`src/rtl/pt_walk_pkg.sv`:
```
package pt_walk_pkg;

  typedef enum logic [2:0] {
    ST_IDLE,
    ST_MREQ,
    ST_MWAIT,
    ST_SREQ,
    ST_SWAIT,
    ST_DONE
  } walk_state_t;

  typedef enum logic [1:0] {
    PTE_NEXT,
    PTE_FILL,
    PTE_NOTVALID,
    PTE_NOWRITE
  } pte_verdict_t;

  localparam int unsigned PTE_VALID_BIT = 0;
  localparam int unsigned PTE_WR_BIT    = 4;

endpackage

```
`src/rtl/pt_addr_gen.sv`:
```
module pt_addr_gen #(
  parameter int unsigned PA_W   = 32,
  parameter int unsigned IDX_W  = 10,
  parameter int unsigned OFF_W  = 12,
  parameter int unsigned ENT_LG = 2
) (
  input  logic [PA_W-1:0]       root,
  input  logic [IDX_W-1:0]      mst_idx,
  input  logic [IDX_W-1:0]      sec_idx,
  input  logic [PA_W-OFF_W-1:0] tbl_frame,
  output logic [PA_W-1:0]       mst_addr,
  output logic [PA_W-1:0]       sec_addr
);
  localparam int unsigned PAD_W = PA_W - IDX_W - ENT_LG;

  // Master entry: per-process base plus scaled index.
  assign mst_addr = root + {{PAD_W{1'b0}}, mst_idx, {ENT_LG{1'b0}}};
  // Secondary entry: page-aligned table frame with scaled index in the low page bits.
  assign sec_addr = {tbl_frame, sec_idx, {ENT_LG{1'b0}}};
endmodule

```
`src/rtl/pt_pte_decode.sv`:
```
module pt_pte_decode
  import pt_walk_pkg::*;
(
  input  logic         ent_valid,
  input  logic         ent_wr_ok,
  input  logic         leaf,
  input  logic         wr_access,
  output pte_verdict_t verdict
);
  always_comb begin
    if (!ent_valid)                  verdict = PTE_NOTVALID;
    else if (!leaf)                  verdict = PTE_NEXT;
    else if (wr_access && !ent_wr_ok) verdict = PTE_NOWRITE;
    else                             verdict = PTE_FILL;
  end
endmodule

```
`src/rtl/pt_walker.sv`:
```
module pt_walker
  import pt_walk_pkg::*;
#(
  parameter int unsigned VA_W  = 32,
  parameter int unsigned PA_W  = 32,
  parameter int unsigned IDX_W = 10,
  parameter int unsigned PTE_W = 32,
  parameter int unsigned PID_W = 8
) (
  input  logic                          clk,
  input  logic                          rst,
  input  logic                          req_valid,
  output logic                          req_ready,
  input  logic [VA_W-1:0]               req_vaddr,
  input  logic [PA_W-1:0]               req_root,
  input  logic [PID_W-1:0]              req_pid,
  input  logic                          req_write,
  output logic                          mem_req_valid,
  input  logic                          mem_req_ready,
  output logic [PA_W-1:0]               mem_req_addr,
  input  logic                          mem_rsp_valid,
  input  logic [PTE_W-1:0]              mem_rsp_data,
  output logic                          res_valid,
  output logic [PA_W-(VA_W-2*IDX_W)-1:0] res_pfn,
  output logic [PA_W-1:0]               res_paddr,
  output logic [VA_W-2*IDX_W-1:0]       res_pte_bits,
  output logic                          res_fault_nv,
  output logic                          res_fault_prot,
  output logic                          res_level,
  output logic [VA_W-1:0]               res_vaddr,
  output logic [PID_W-1:0]              res_pid
);
  localparam int unsigned OFF_W   = VA_W - 2*IDX_W;
  localparam int unsigned FRAME_W = PA_W - OFF_W;
  localparam int unsigned ENT_LG  = $clog2(PTE_W/8);

  walk_state_t            state;
  logic [PID_W-1:0]       pid_q;
  logic                   wr_q;
  logic [VA_W-1:0]        va_q;
  logic [PA_W-1:0]        addr_q;
  logic [PA_W-1:0]        mst_addr, sec_addr;
  pte_verdict_t           verdict;
  logic [FRAME_W-1:0]     ent_frame;

  assign ent_frame = mem_rsp_data[OFF_W +: FRAME_W];

  pt_addr_gen #(
    .PA_W(PA_W), .IDX_W(IDX_W), .OFF_W(OFF_W), .ENT_LG(ENT_LG)
  ) u_addr (
    .root      (req_root),
    .mst_idx   (req_vaddr[VA_W-1 -: IDX_W]),
    .sec_idx   (va_q[OFF_W +: IDX_W]),
    .tbl_frame (ent_frame),
    .mst_addr  (mst_addr),
    .sec_addr  (sec_addr)
  );

  pt_pte_decode u_dec (
    .ent_valid (mem_rsp_data[PTE_VALID_BIT]),
    .ent_wr_ok (mem_rsp_data[PTE_WR_BIT]),
    .leaf      (state == ST_SWAIT),
    .wr_access (wr_q),
    .verdict   (verdict)
  );

  assign req_ready     = (state == ST_IDLE);
  assign mem_req_valid = (state == ST_MREQ) || (state == ST_SREQ);
  assign mem_req_addr  = addr_q;
  assign res_valid     = (state == ST_DONE);
  assign res_vaddr     = va_q;
  assign res_pid       = pid_q;

  always_ff @(posedge clk) begin
    if (rst) begin
      state          <= ST_IDLE;
      pid_q          <= '0;
      wr_q           <= 1'b0;
      va_q           <= '0;
      addr_q         <= '0;
      res_pfn        <= '0;
      res_paddr      <= '0;
      res_pte_bits   <= '0;
      res_fault_nv   <= 1'b0;
      res_fault_prot <= 1'b0;
      res_level      <= 1'b0;
    end else begin
      case (state)
        ST_IDLE: begin
          if (req_valid) begin
            va_q   <= req_vaddr;
            pid_q  <= req_pid;
            wr_q   <= req_write;
            addr_q <= mst_addr;
            state  <= ST_MREQ;
          end
        end
        ST_MREQ: if (mem_req_ready) state <= ST_MWAIT;
        ST_SREQ: if (mem_req_ready) state <= ST_SWAIT;
        ST_MWAIT, ST_SWAIT: begin
          if (mem_rsp_valid) begin
            if (verdict == PTE_NEXT) begin
              addr_q <= sec_addr;
              state  <= ST_SREQ;
            end else begin
              res_pfn        <= ent_frame;
              res_paddr      <= {ent_frame, va_q[OFF_W-1:0]};
              res_pte_bits   <= mem_rsp_data[OFF_W-1:0];
              res_fault_nv   <= (verdict == PTE_NOTVALID);
              res_fault_prot <= (verdict == PTE_NOWRITE);
              res_level      <= (state == ST_SWAIT);
              state          <= ST_DONE;
            end
          end
        end
        ST_DONE: state <= ST_IDLE;
        default: state <= ST_IDLE;
      endcase
    end
  end


  accept_busy_chk: assert property (@(posedge clk) disable iff (rst)
    req_valid && req_ready |=> !req_ready);

  no_read_when_idle_chk: assert property (@(posedge clk) disable iff (rst)
    mem_req_valid |-> !req_ready);

  single_pulse_chk: assert property (@(posedge clk) disable iff (rst)
    res_valid |=> !res_valid);

  read_hold_chk: assert property (@(posedge clk) disable iff (rst)
    mem_req_valid && !mem_req_ready |=> mem_req_valid && $stable(mem_req_addr));

  fault_kind_excl_chk: assert property (@(posedge clk) disable iff (rst)
    res_valid |-> !(res_fault_nv && res_fault_prot));

  offset_keep_chk: assert property (@(posedge clk) disable iff (rst)
    res_valid && !res_fault_nv && !res_fault_prot |->
      res_paddr[OFF_W-1:0] == res_vaddr[OFF_W-1:0]);

  master_stop_chk: assert property (@(posedge clk) disable iff (rst)
    res_valid && !res_level |-> res_fault_nv);
endmodule

```
`config.mk`:
```
export PLATFORM = sky130hd
export DESIGN_NAME = pt_walker
export DESIGN_NICKNAME = d
export VERILOG_FILES = /design/src/rtl/pt_walk_pkg.sv /design/src/rtl/pt_addr_gen.sv /design/src/rtl/pt_pte_decode.sv /design/src/rtl/pt_walker.sv
export SDC_FILE = /design/constraint.sdc
export NUM_CORES = 1
export LEC_CHECK = 0
export ABC_CLOCK_PERIOD_IN_PS = 2800
export BUFFER_PORTS_ARGS = -buffer_cell sky130_fd_sc_hd__buf_2
export CORE_MARGIN = 4
export CORE_UTILIZATION = 45
export CTS_CLUSTER_SIZE = 40
export DETAILED_ROUTE_END_ITERATION = 7
export PLACE_DENSITY_LB_ADDON = 0.05
export SYNTH_ARGS = -nofsm -noshare
export SYNTH_HDL_FRONTEND = slang
export SYNTH_HIERARCHICAL = 1
export SYNTH_SLANG_ARGS = --single-unit
```
`constraint.sdc`:
```
create_clock -name clk -period 2.8 [get_ports clk]
set_input_delay 0 -clock clk [delete_from_list [all_inputs] [get_ports clk]]
set_output_delay 0 -clock clk [all_outputs]
set_load 0.005 [all_outputs]
```
-- Yosys cells after proc, flatten, opt, wreduce, memory -nomap -nowiden
Index checks and enable logic that the tools add are counted.
- register bits after elaboration: 143
- add/subtract/negate cells: 1
- equality and inequality tests: 12
- multiplexer cells: 13
- bitwise logic cells: 1
- reductions and logical operators: 11
- operators with widths (kind ; count):
    two-way mux 32 bit ; 3
    case mux 32 bit (2 select lines) ; 1
    adder 32 x 12 -> 32 bit ; 1
    two-way mux 3 bit ; 5
    case mux 3 bit (4 select lines) ; 1
    inequality test 2 bit, second input constant ; 5
    AND reduction 4 bit ; 2
    equality test 3 x 2 -> 1 bit, second input constant ; 2
    equality test 3 bit, second input constant ; 2
    two-way mux 2 bit ; 3
    equality test 2 bit, second input constant ; 2
    equality test 3 x 1 -> 1 bit, second input constant ; 1
    logical NOT 3 bit ; 1
    AND reduction 3 bit ; 1
    logical NOT 2 bit ; 1
    AND reduction 2 bit ; 1
    nonzero test 2 bit ; 1
    OR reduction 2 bit ; 1
    logical AND 1 bit ; 1
    logical NOT 1 bit ; 1
    logical OR 1 bit ; 1
    inverter 1 bit ; 1

-- Depth between registers and ports, before layout
Gate-level depths: netlist (run 1).
- word-level depth: 9
- mapped depth: 11

-- Hierarchy
The synthesis (run 1) kept the hierarchy.
- modules (own cells, without submodules) (module ; times used ; cells an instance ; area each (um^2) ; sequential area each (um^2)):
    pt_walker ; 1 ; 592 ; 5144.9 ; 2462.4
    pt_addr_gen ; 1 ; 145 ; 1086.0 ; 0.0
    pt_pte_decode ; 1 ; 3 ; 17.5 ; 0.0

-- Least setup slack after synthesis (run 1)
OpenSTA, ideal clock, no wires.
- kind: register to register
- from: reg state[0]
- to: reg addr_q[10], in the netlist mem_req_addr[10]
- library setup time: 81 ps
- data arrival time: 2114 ps
- setup slack: 605 ps
- stages on the path, launching flop included: 11
- cell sequence: dfxtp_1 clkbuf_1 nand2b_1 nor2_1 nand3b_1 nand2_1 nor2_1 a22o_1 clkbuf_1 a21oi_1 a211oi_2
- cells in the longest elaborated chain, start to end: 6
- elaborated cells on any way between the ends: 13
- those cells by class: 5 x eq/ne; 3 x mux; 5 x reduce/logical
- RTL lines (what ; line ; source):
    from (decl) ; pt_walker.sv:37 ; walk_state_t state;
    from (signal assigned) ; pt_walker.sv:76 ; state <= ST_IDLE;
    from (signal assigned) ; pt_walker.sv:95 ; state <= ST_MREQ;
    from (signal assigned) ; pt_walker.sv:98 ; ST_MREQ: if (mem_req_ready) state <= ST_MWAIT;
    equality test 3 bit ; pt_walker.sv:62 ; .leaf (state == ST_SWAIT),
    two-way mux 2 bit ; pt_pte_decode.sv:12 ; else if (!leaf) verdict = PTE_NEXT;
    two-way mux 2 bit ; pt_pte_decode.sv:11 ; if (!ent_valid) verdict = PTE_NOTVALID;
    net verdict[1] ; pt_walker.sv:43 ; pte_verdict_t verdict;
    logical NOT 2 bit ; pt_walker.sv:102 ; if (verdict == PTE_NEXT) begin
    inequality test 2 bit (no line) ; -- ;
    AND reduction 4 bit (no line) ; -- ;
    to (signal assigned) ; pt_walker.sv:94 ; addr_q <= mst_addr;
    to (signal assigned) ; pt_walker.sv:103 ; addr_q <= sec_addr;
    to (decl) ; pt_walker.sv:41 ; logic [PA_W-1:0] addr_q;
The timed path passes the listed nets, and every way through them passes these cells.
A chain may end at the register's enable or synchronous reset.

-- Final worst setup path (run 1)
- from: in req_vaddr[22]
- to: reg addr_q[26], in the netlist mem_req_addr[26]
- cells in the longest elaborated chain, start to end: 3
- RTL lines (what ; line ; source):
    from (decl) ; pt_walker.sv:14 ; input logic [VA_W-1:0] req_vaddr,
    adder 32 x 12 -> 32 bit ; pt_addr_gen.sv:17 ; assign mst_addr = root + {{PAD_W{1'b0}}, mst_idx, {ENT_LG{1'b0}}};
    net mst_addr[26] ; pt_walker.sv:42 ; logic [PA_W-1:0] mst_addr, sec_addr;
    two-way mux 32 bit ; pt_walker.sv:90 ; if (req_valid) begin
    case mux 32 bit (2 select lines) ; pt_walker.sv:88 ; case (state)
The timed path passes the listed nets, and every way through them passes these cells. The select of a mux whose other input is x is not followed.

==> metrics.md, run 1 <==
| Metric | Value |
|---|---|
| # DRC | 0 |
| Fmax | 396 MHz |
| Final-report max-slew violation count | 0 |
| Period utilization | 90.3% |
| WL/cell | 15.9 µm |
| Sequential share of power | 33.0% |
| N_diodes | 0 |
| CTS buffer count | 17 |
| Arr. time, crit path | 2.78 ns |
| RD Place Congestion | 0.832 |
| Max VDD drop | 0.000403 V |
| Fraction of layout cells with a size suffix above 1 | 34.0% |
| Fillers | 1179 |
| Power density over the cells | 795 nW/µm² |
| Worst Skew | 0.00532 ns |
| Clock Latency Late Sink | 0.41 ns |
| Worst setup EP type | flip-flop |
| Yosys top cell by area | dfxtp_1 |
| Initial Utilization | 46.6% |
| Final Hold Viols | 0 |
| Layout area overhead | 37.5% |
| Clock group share of total power | 33.2% |
| Most instantiated cells after synthesis | nand2_1, a21oi_1, dfxtp_1, buf_4, mux2i_1 |
| Top cell by count, worst path | a21oi_1 |
| Synth warn | 6 |
| Nets | 1120 |
| Critical path type | primary input to flip-flop |
| Worst-path clk slew | 0.06 ns |
| Worst slack, placed | 0.398 ns |
| DRT Wirelength | 18.8 mm |
| Top-area cell type share of the netlist area | 39.4% |
| Top cells by area, synth | dfxtp_1, nand2_1, a21oi_1, buf_4, a211oi_2 |
| CP cell instances | dlygate4sd3_1, buf_2, ha_1, fa_1, a21oi_1, o21ai_0, a21oi_1, o21bai_2, nor3b_1, xnor2_1, mux2i_1, a211oi_2 |
| Core footprint | 13400 µm² |
| Mapped Area | 6250 µm² |
| Gate power share | 33.9% |
| Routed via count | 6071 |
| Final setup viols | 0 |
| Post-CTS resize count | 0 |
| Clk root buf | clkbuf_16 |
| Die Y-Extent | 126 µm |
| Sw Ratio | 33.8% |
| Core Util, Final | 64.1% |
| Largest net degree at the start of global routing | 76 |
| Port bufs | 251 |
| Htree depth | 4 |
| Die X | 126 µm |
| Critical Path Start Type | primary input |
| Post-synth EDFFs | 0 |
| Deepest clock path buffer count | 2 |
| First-pass GRT wire length | 30.5 mm |
| Crit-path max FO | 10 |
| WP data required | 3.05 ns |
| I/O pin count | 252 |
| Number of synthesized register bits | 123 |
| Final Critical Period | 2.53 ns |
| Number of DRC markers in iteration 0 | 311 |
| Vias per cell | 5.11 |
| Cell with the most instances after synthesis | nand2_1 |
| Max-cap violations | 0 |
| Antenna violation net count after detailed routing | 0 |
| Sw power | 2310 µW |
| Vias in the first global route | 6119 |
| Fin worst setup slack | 0.273 ns |
| DR pass1 iterations | 4 |
| Setup TNS Final | 0 ns |
| Outcome | complete, no violations |
| Rows | 42 |
| Int Pwr | 4520 µW |
| Worst path slowest cell | dlygate4sd3_1 |
| Rel. slew slack | 34.9% |
| Top FF cell, synth | dfxtp_1 |
| Max incr delay on CP | 0.52 ns |
| Lkg Pwr | 0.00378 µW |
| CTS Sinks | 123 |
| Setup Fix Bufs, Post-CTS | 0 |
| Initial antenna violation count | 0 |
| Post-CTS Hold Fix Bufs | 78 |
| Mapped Cells | 740 |
| Grt total ovfl | 0 |
| Worst hold path class | primary input to flip-flop |
| Gr usage total | 23.6% |
| Synth async-reset ratio | 0% |
| Placed cell areas | 7190 µm² |
| Post-DP HPWL | 13.0 mm |
| Post-route cell area | 8590 µm² |
| Sequential share of the synthesized area | 39.4% |
| CTS tree | done |
| Die footprint | 15800 µm² |
| Post-Syn Area per Cell | 8.44 µm² |
| Synth cell types | 51 |
| RSZ-0062 raised after global routing | no |
| Final total power | 6840 µW |
| Measured slew at the worst slew-check pin | 0.977 ns |
sequential cells by signal (all words and copies together), names as in the netlist:
name / flops
res_paddr: 13
res_vaddr: 32
wr_q: 1
res_fault_prot: 1
res_fault_nv: 1
res_level: 1
res_pte_bits: 12
res_pid: 8
mem_req_addr: 32
state: 3
res_pfn: 19
power by group through the flow:
stage,clock [µW],sequential (µW),combinational (µW)
6_report,2270,2250,2320
3_5_place_dp,0,2290,2240
4_1_cts,2320,2260,2340
3_3_place_gp,0,2280,2190
5_1_grt,2410,2300,2550
2_1_floorplan,0,2290,1560
per-layer routing:
layer	GRT usage (%)	routed length, µm	vias to the layer above
met4	6.18	142	0
li1	-	-	2997
met1	26.9	7640	2844
met2	42.3	9660	218
met3	7.87	1400	12
met5	0	0	-
layout by cell type (no fill, tap or decap), types with 3 or more instances in the layout:
cell type        n
buf_2          250
nand2_1        186
a21oi_1        128
dfxtp_1        123
dlygate4sd3_1   78
mux2i_1         33
a211oi_2        30
clkbuf_16       17
buf_4           15
xnor2_1         14
xor2_1          13
nor2_1          11
ha_1            10
nand3_1          9
nor3_1           6
o21ai_0          6
nand4_1          6
inv_1            5
nand2b_1         3
o21bai_1         3
a311oi_1         3
a211oi_1         3
a31oi_1          3
bufinv_16        3
clkinvlp_4       3
clkinv_4         3
o21ai_1          3
stage by stage:
step / hold WS, ns / instances
after floorplan: 0.136 / 741
after CTS: 0.00560 / 1188
after detailed placement: 0.246 / 1078
final: 0.0224 / 1188
after global routing: 0.0406 / 1188
after global placement: 0.240 / 1078
critical path, delay by kind of cell:
family	cells	cell delay, ns
muxes	1	0.15
buffers and inverters	2	0.65
AOI/OAI and AO/OA	5	1.01
adders and majority gates	2	0.61
xor gates and xnor gates	1	0.14
and+or+nand+nor	1	0.22
path summary, 6_finish.rpt:
kind,from,end,slack [ns],cells after the start
setup / recovery,req_vaddr[22],mem_req_addr[26],0.27,12
hold reg to reg,res_pte_bits[8],res_pte_bits[8],0.45,2
hold / removal,req_root[18],mem_req_addr[18],0.02,4
setup reg to reg,state[0],mem_req_addr[0],0.40,8
logic make-up (layout without fill, tap and decap cells):
logic type               Yosys count  after routing  share of synthesized area, %
AO/OA/AOI/OAI                    187            187                          19.6
XOR/XNOR                          29             29                          4.31
adder cells (fa/ha/maj)           11             11                          2.32
buffers and inverters            111            382                          11.3
flip-flops                       123            123                          39.4
multiplexers                      35             35                          5.65
other                              1              2                        0.0600
AND/OR/NAND/NOR                  243            243                          17.4
final cells by class:
| type | count | area (µm²) | area share, % |
|---|---|---|---|
| clock buffers | 19 | 453 | 5.27 |
| clock inverters | 13 | 166 | 1.94 |
| inverters | 5 | 18.8 | 0.218 |
| multi-input cells | 507 | 3090 | 35.9 |
| flip-flops and latches | 123 | 2460 | 28.7 |
| well taps | 176 | 220 | 2.56 |
| repair buffers | 345 | 2180 | 25.4 |
(Power assumes the default switching activity.)
==> run 2, diff against run 1 <==
Settings changed: CORE_ASPECT_RATIO set to 1.25.
==> metrics.md, run 2 (same netlist as run 1, synthesis figures left out) <==
| Metric | Value |
|---|---|
| Outcome | complete, no violations |
| Die footprint | 15800 µm² |
| Arr. time, crit path | 2.85 ns |
| Initial Utilization | 46.6% |
| # DRC | 0 |
| N_diodes | 0 |
| Fin worst setup slack | 0.283 ns |
| Metal2 WL | 9.20 mm |
| Clock Latency Late Sink | 0.42 ns |
| Grt total ovfl | 0 |
| Worst-path clk slew | 0.06 ns |
| WL/cell | 15.5 µm |
| Die Y-Extent | 140 µm |
| Core footprint | 13400 µm² |
| Fmax | 397 MHz |
| Port bufs | 251 |
| Final setup viols | 0 |
| Gr usage total | 22.6% |
| Htree depth | 4 |
| CTS tree | done |
| CTS buffer count | 17 |
| Deepest clock path buffer count | 2 |
| Fillers | 1160 |
| Layout area overhead | 36.8% |
| RSZ-0062 raised after global routing | no |
| Worst Skew | 0.00491 ns |
| Final-report max-slew violation count | 0 |
| Largest net degree at the start of global routing | 68 |
| DR pass1 iterations | 5 |
| First-pass GRT wire length | 29.0 mm |
| DRT met1 WL | 7.16 mm |
| Nets | 1120 |
| Setup TNS Final | 0 ns |
| Power density over the cells | 784 nW/µm² |
| Rows | 47 |
| Vias in the first global route | 5944 |
| Antenna violation net count after detailed routing | 0 |
| Worst slack, placed | 0.414 ns |
| Worst path bufs/invs | 2 |
| Most frequent cells in the layout | buf_2, nand2_1, a21oi_1 |
| Critical Path Start Type | primary input |
| Core Util, Final | 63.8% |
| Initial antenna violation count | 0 |
| Post-CTS resize count | 0 |
| Commonest non-fill, non-tap cell in the layout | buf_2 |
| Final Hold Viols | 0 |
| Clk root buf | clkbuf_16 |
| Worst path slowest cell | dlygate4sd3_1 |
| CP cell instances | dlygate4sd3_1, buf_2, ha_1, fa_1, a21oi_1, o21ai_0, a21oi_1, o21bai_2, nor3b_1, xnor2_1, mux2i_1, a211oi_2 |
| DRT Wirelength | 18.3 mm |
| Number of DRC markers in iteration 0 | 289 |
| Fraction of layout cells with a size suffix above 1 | 33.9% |
| Crit-path max FO | 10 |
| Period utilization | 89.9% |
| WL met3 | 1.26 mm |
| Measured slew at the worst slew-check pin | 0.678 ns |
| RD Place Congestion | 0.835 |
| Crit path max-delay family | compound AO/OA/AOI/OAI gates |
| I/O pin count | 252 |
| Max VDD drop | 0.000519 V |
| Lkg Pwr | 0.00376 µW |
| Worst hold path class | primary input to flip-flop |
| Vias per cell | 5.07 |
| Worst setup EP type | flip-flop |
| Critical path type | primary input to flip-flop |
| Routed via count | 6003 |
| Top Layer Used | met4 |
| Max-cap violations | 0 |
| Rel. slew slack | 54.8% |
| Post-DP HPWL | 12.7 mm |
| Final Critical Period | 2.52 ns |
| WP data required | 3.14 ns |
| CTS Sinks | 123 |
| Max incr delay on CP | 0.53 ns |
| Setup Fix Bufs, Post-CTS | 0 |
| Die X | 113 µm |
| Top cell by count, worst path | a21oi_1 |
[run 2: cell count changes in the layout (fill, tap and decap cells not counted), sizes merged]
cell	previous run	this run
inv	7	13
buf	267	266
clkbuf	19	17
clkinv	5	4
bufinv	3	1
clkinvlp	3	2
dlygate4sd3	78	79
[run 2: power breakdown]
| part | leakage (µW) | total, µW | switching, µW | internal (µW) |
|---|---|---|---|---|
| registers | 0.00100 | 2260 | 190 | 2070 |
| logic | 0.00248 | 2300 | 1300 | 1000 |
| clock network | 0.000280 | 2140 | 892 | 1250 |
| total | 0.00376 | 6710 | 2380 | 4320 |
[run 2: worst min-delay path: stages]
cell      delay [ns]
buf_2           0.10
xnor2_1         0.06
mux2i_1         0.15
a211oi_2        0.08
[run 2: area by class of cell]
cell class              count  area, µm²  share of cell area [%]
inverters                   5       18.8                   0.219
well taps                 171        214                    2.50
clock inverters            15        155                    1.81
flip-flops and latches    123       2460                    28.8
repair buffers            345       2190                    25.6
clock buffers              17        425                    4.98
multi-input cells         507       3090                    36.1
[run 2: path summary, 6_finish.rpt]
kind,slack (ns),endpoint,depth (start not counted),from
setup / recovery,0.28,mem_req_addr[26],12,req_vaddr[22]
hold / removal,0.03,mem_req_addr[18],4,req_root[18]
setup reg to reg,0.43,res_pfn[14],9,state[0]
hold reg to reg,0.45,res_pte_bits[3],2,res_pte_bits[3]
[run 2: routing by layer]
layer  GRT usage (%)  vias up
met1            25.3     2773
met2            39.2      199
li1                -     2990
met3            5.86       41
met4            11.2        0
met5               0        -
[run 2: through the flow]
step	instances	total power [µW]	cell area, µm²	hold WS, ns
floorplan	741	3850	6250	0.136
finish	1183	6710	8550	0.0326
global placement	1072	4470	7180	0.240
global route	1183	7080	8550	0.0578
detailed placement	1072	4520	7180	0.250
CTS	1183	6780	8550	0.0201
[run 2: repair_timing]
item / CTS / global route
endpoints found under the hold margin: 97 / 0
setup endpoints to repair: 0 / 0
hold buffers: 79 / 0
==> run 3, diff against run 2 <==
Settings changed: CELL_PAD_IN_SITES_DETAIL_PLACEMENT set to 1, CELL_PAD_IN_SITES_GLOBAL_PLACEMENT set to 2, CORE_UTILIZATION 45 to 27, SETUP_SLACK_MARGIN set to 0.4.
==> metrics.md, run 3 (same netlist as run 1, synthesis figures left out) <==
| Metric | Value |
|---|---|
| Rel. slew slack | 42.3% |
| Final total power | 6880 µW |
| Largest net degree at the start of global routing | 50 |
| Die footprint | 25700 µm² |
| Critical path type | primary input to flip-flop |
| WP data required | 3.08 ns |
| Vias per cell | 4.65 |
| CTS Sinks | 123 |
| Fraction of layout cells with a size suffix above 1 | 35.0% |
| First-pass GRT wire length | 34.4 mm |
| Nets | 1121 |
| Clock group share of total power | 32.0% |
| WL/cell | 17.3 µm |
| Final Critical Period | 2.26 ns |
| Core Util, Final | 38.5% |
| DRT Wirelength | 22.6 mm |
| CTS buffer count | 17 |
| Post-DP HPWL | 16.0 mm |
| Grt total ovfl | 0 |
| Lkg Pwr | 0.00378 µW |
| Final Hold Viols | 0 |
| Metal2 WL | 12.1 mm |
| Int Pwr | 4390 µW |
| Post-route cell area | 8800 µm² |
| Crit-path max FO | 10 |
| Sw power | 2490 µW |
| Max-cap violations | 0 |
| Placed cell areas | 7330 µm² |
| Vias in the first global route | 6414 |
| DR pass1 iterations | 4 |
| Measured slew at the worst slew-check pin | 0.862 ns |
| Most frequent cells in the layout | buf_2, nand2_1, a21oi_1 |
| Htree depth | 4 |
| Die Y-Extent | 178 µm |
| Initial Utilization | 27.3% |
| WHS | 0.0426 ns |
| Worst-path clk slew | 0.06 ns |
| Core footprint | 22900 µm² |
| Fmax | 443 MHz |
| Number of DRC markers in iteration 0 | 188 |
| Worst Skew | 0.0113 ns |
| Outcome | complete, no violations |
| Sequential share of power | 32.8% |
| CTS tree | done |
| Arr. time, crit path | 2.54 ns |
| Layout area overhead | 40.8% |
| Antenna violation net count after detailed routing | 0 |
| Deepest clock path buffer count | 2 |
| Port bufs | 251 |
| # DRC | 0 |
| Top Layer Used | met4 |
| Sw Ratio | 36.2% |
| Initial antenna violation count | 1 |
| Die X | 144 µm |
| DRT met1 WL | 8.86 mm |
| Critical Path Start Type | primary input |
| Clock Latency Late Sink | 0.41 ns |
| Gr usage total | 17.2% |
| Setup TNS Final | 0 ns |
| Gate power share | 35.2% |
| Final-report max-slew violation count | 0 |
| Rows | 62 |
| Routed via count | 6059 |
| I/O pin count | 252 |
| Worst hold path class | primary input to flip-flop |
| Power density over the cells | 781 nW/µm² |
| Period utilization | 80.6% |
| WL met3 | 1.36 mm |
| Max VDD drop | 0.000453 V |
| Commonest non-fill, non-tap cell in the layout | buf_2 |
| RSZ-0062 raised after global routing | no |
| RD Place Congestion | 0.820 |
| Final setup viols | 0 |
| Clk root buf | clkbuf_16 |
| Worst setup EP type | flip-flop |
-- run 3: cell count changes in the layout (fill, tap and decap cells not counted), sizes merged --
cell	change
buf	+1
clkinvlp	+1
and2	+1
clkbuf	+2
dlygate4sd3	-1
diode	+1
inv	-1
clkinv	-2
-- run 3: power by group through the flow --
stage	combinational, µW	sequential [µW]	clock [µW]
6_report	2420	2250	2200
2_1_floorplan	1560	2290	0
3_5_place_dp	2320	2290	0
4_1_cts	2420	2260	2280
3_3_place_gp	2280	2280	0
5_1_grt	2690	2290	2360
-- run 3: metrics by stage --
stage / std cells / setup slack (ns)
3_5_place_dp: 1189 / 0.224
2_1_floorplan: 741 / 0.605
5_1_grt: 1302 / 0.405
4_1_cts: 1299 / 0.430
3_3_place_gp: 1189 / 0.378
6_report: 1302 / 0.542
-- run 3: cell type report --
cell class	count	area, µm²
clock buffers	19	453
well taps	288	360
flip-flops and latches	123	2460
clock inverters	13	130
repair buffers	345	2210
inverters	5	18.8
diodes	1	2.50
fillers	2747	14100
multi-input cells	508	3160
-- run 3: routing by layer --
| layer | up-vias | global-route usage (%) |
|---|---|---|
| met1 | 2896 | 18.5 |
| li1 | 2989 | - |
| met5 | - | 0 |
| met2 | 157 | 32.4 |
| met3 | 17 | 5.04 |
| met4 | 0 | 4.20 |
-- run 3: final timing paths --
kind / start / end / slack, ns / depth (start not counted)
setup reg to reg: state[0] / res_pfn[9] / 0.57 / 9
setup / recovery: req_vaddr[28] / mem_req_addr[27] / 0.54 / 12
hold / removal: req_root[30] / mem_req_addr[30] / 0.04 / 4
hold reg to reg: res_vaddr[27] / res_vaddr[27] / 0.45 / 2
-- run 3: critical path, cell delays in order --
cell and delay (ns):
dlygate4sd3_1 0.53, buf_2 0.16, ha_4 0.30, a21o_1 0.17
a211oi_1 0.06, o21ai_1 0.14, o21ai_1 0.07, buf_4 0.19
or4_4 0.53, xnor2_2 0.14, mux2i_1 0.16, a211oi_2 0.09
-- run 3: what timing repair did --
action / 4_1_cts / 5_1_grt
setup buffers: 0 / 1
resized for setup: 2 / 16
cloned: 0 / 1
setup endpoints to repair: 67 / 64
hold buffers: 78 / 0
hold endpoints to repair: 93 / 0
pin swaps: 0 / 1
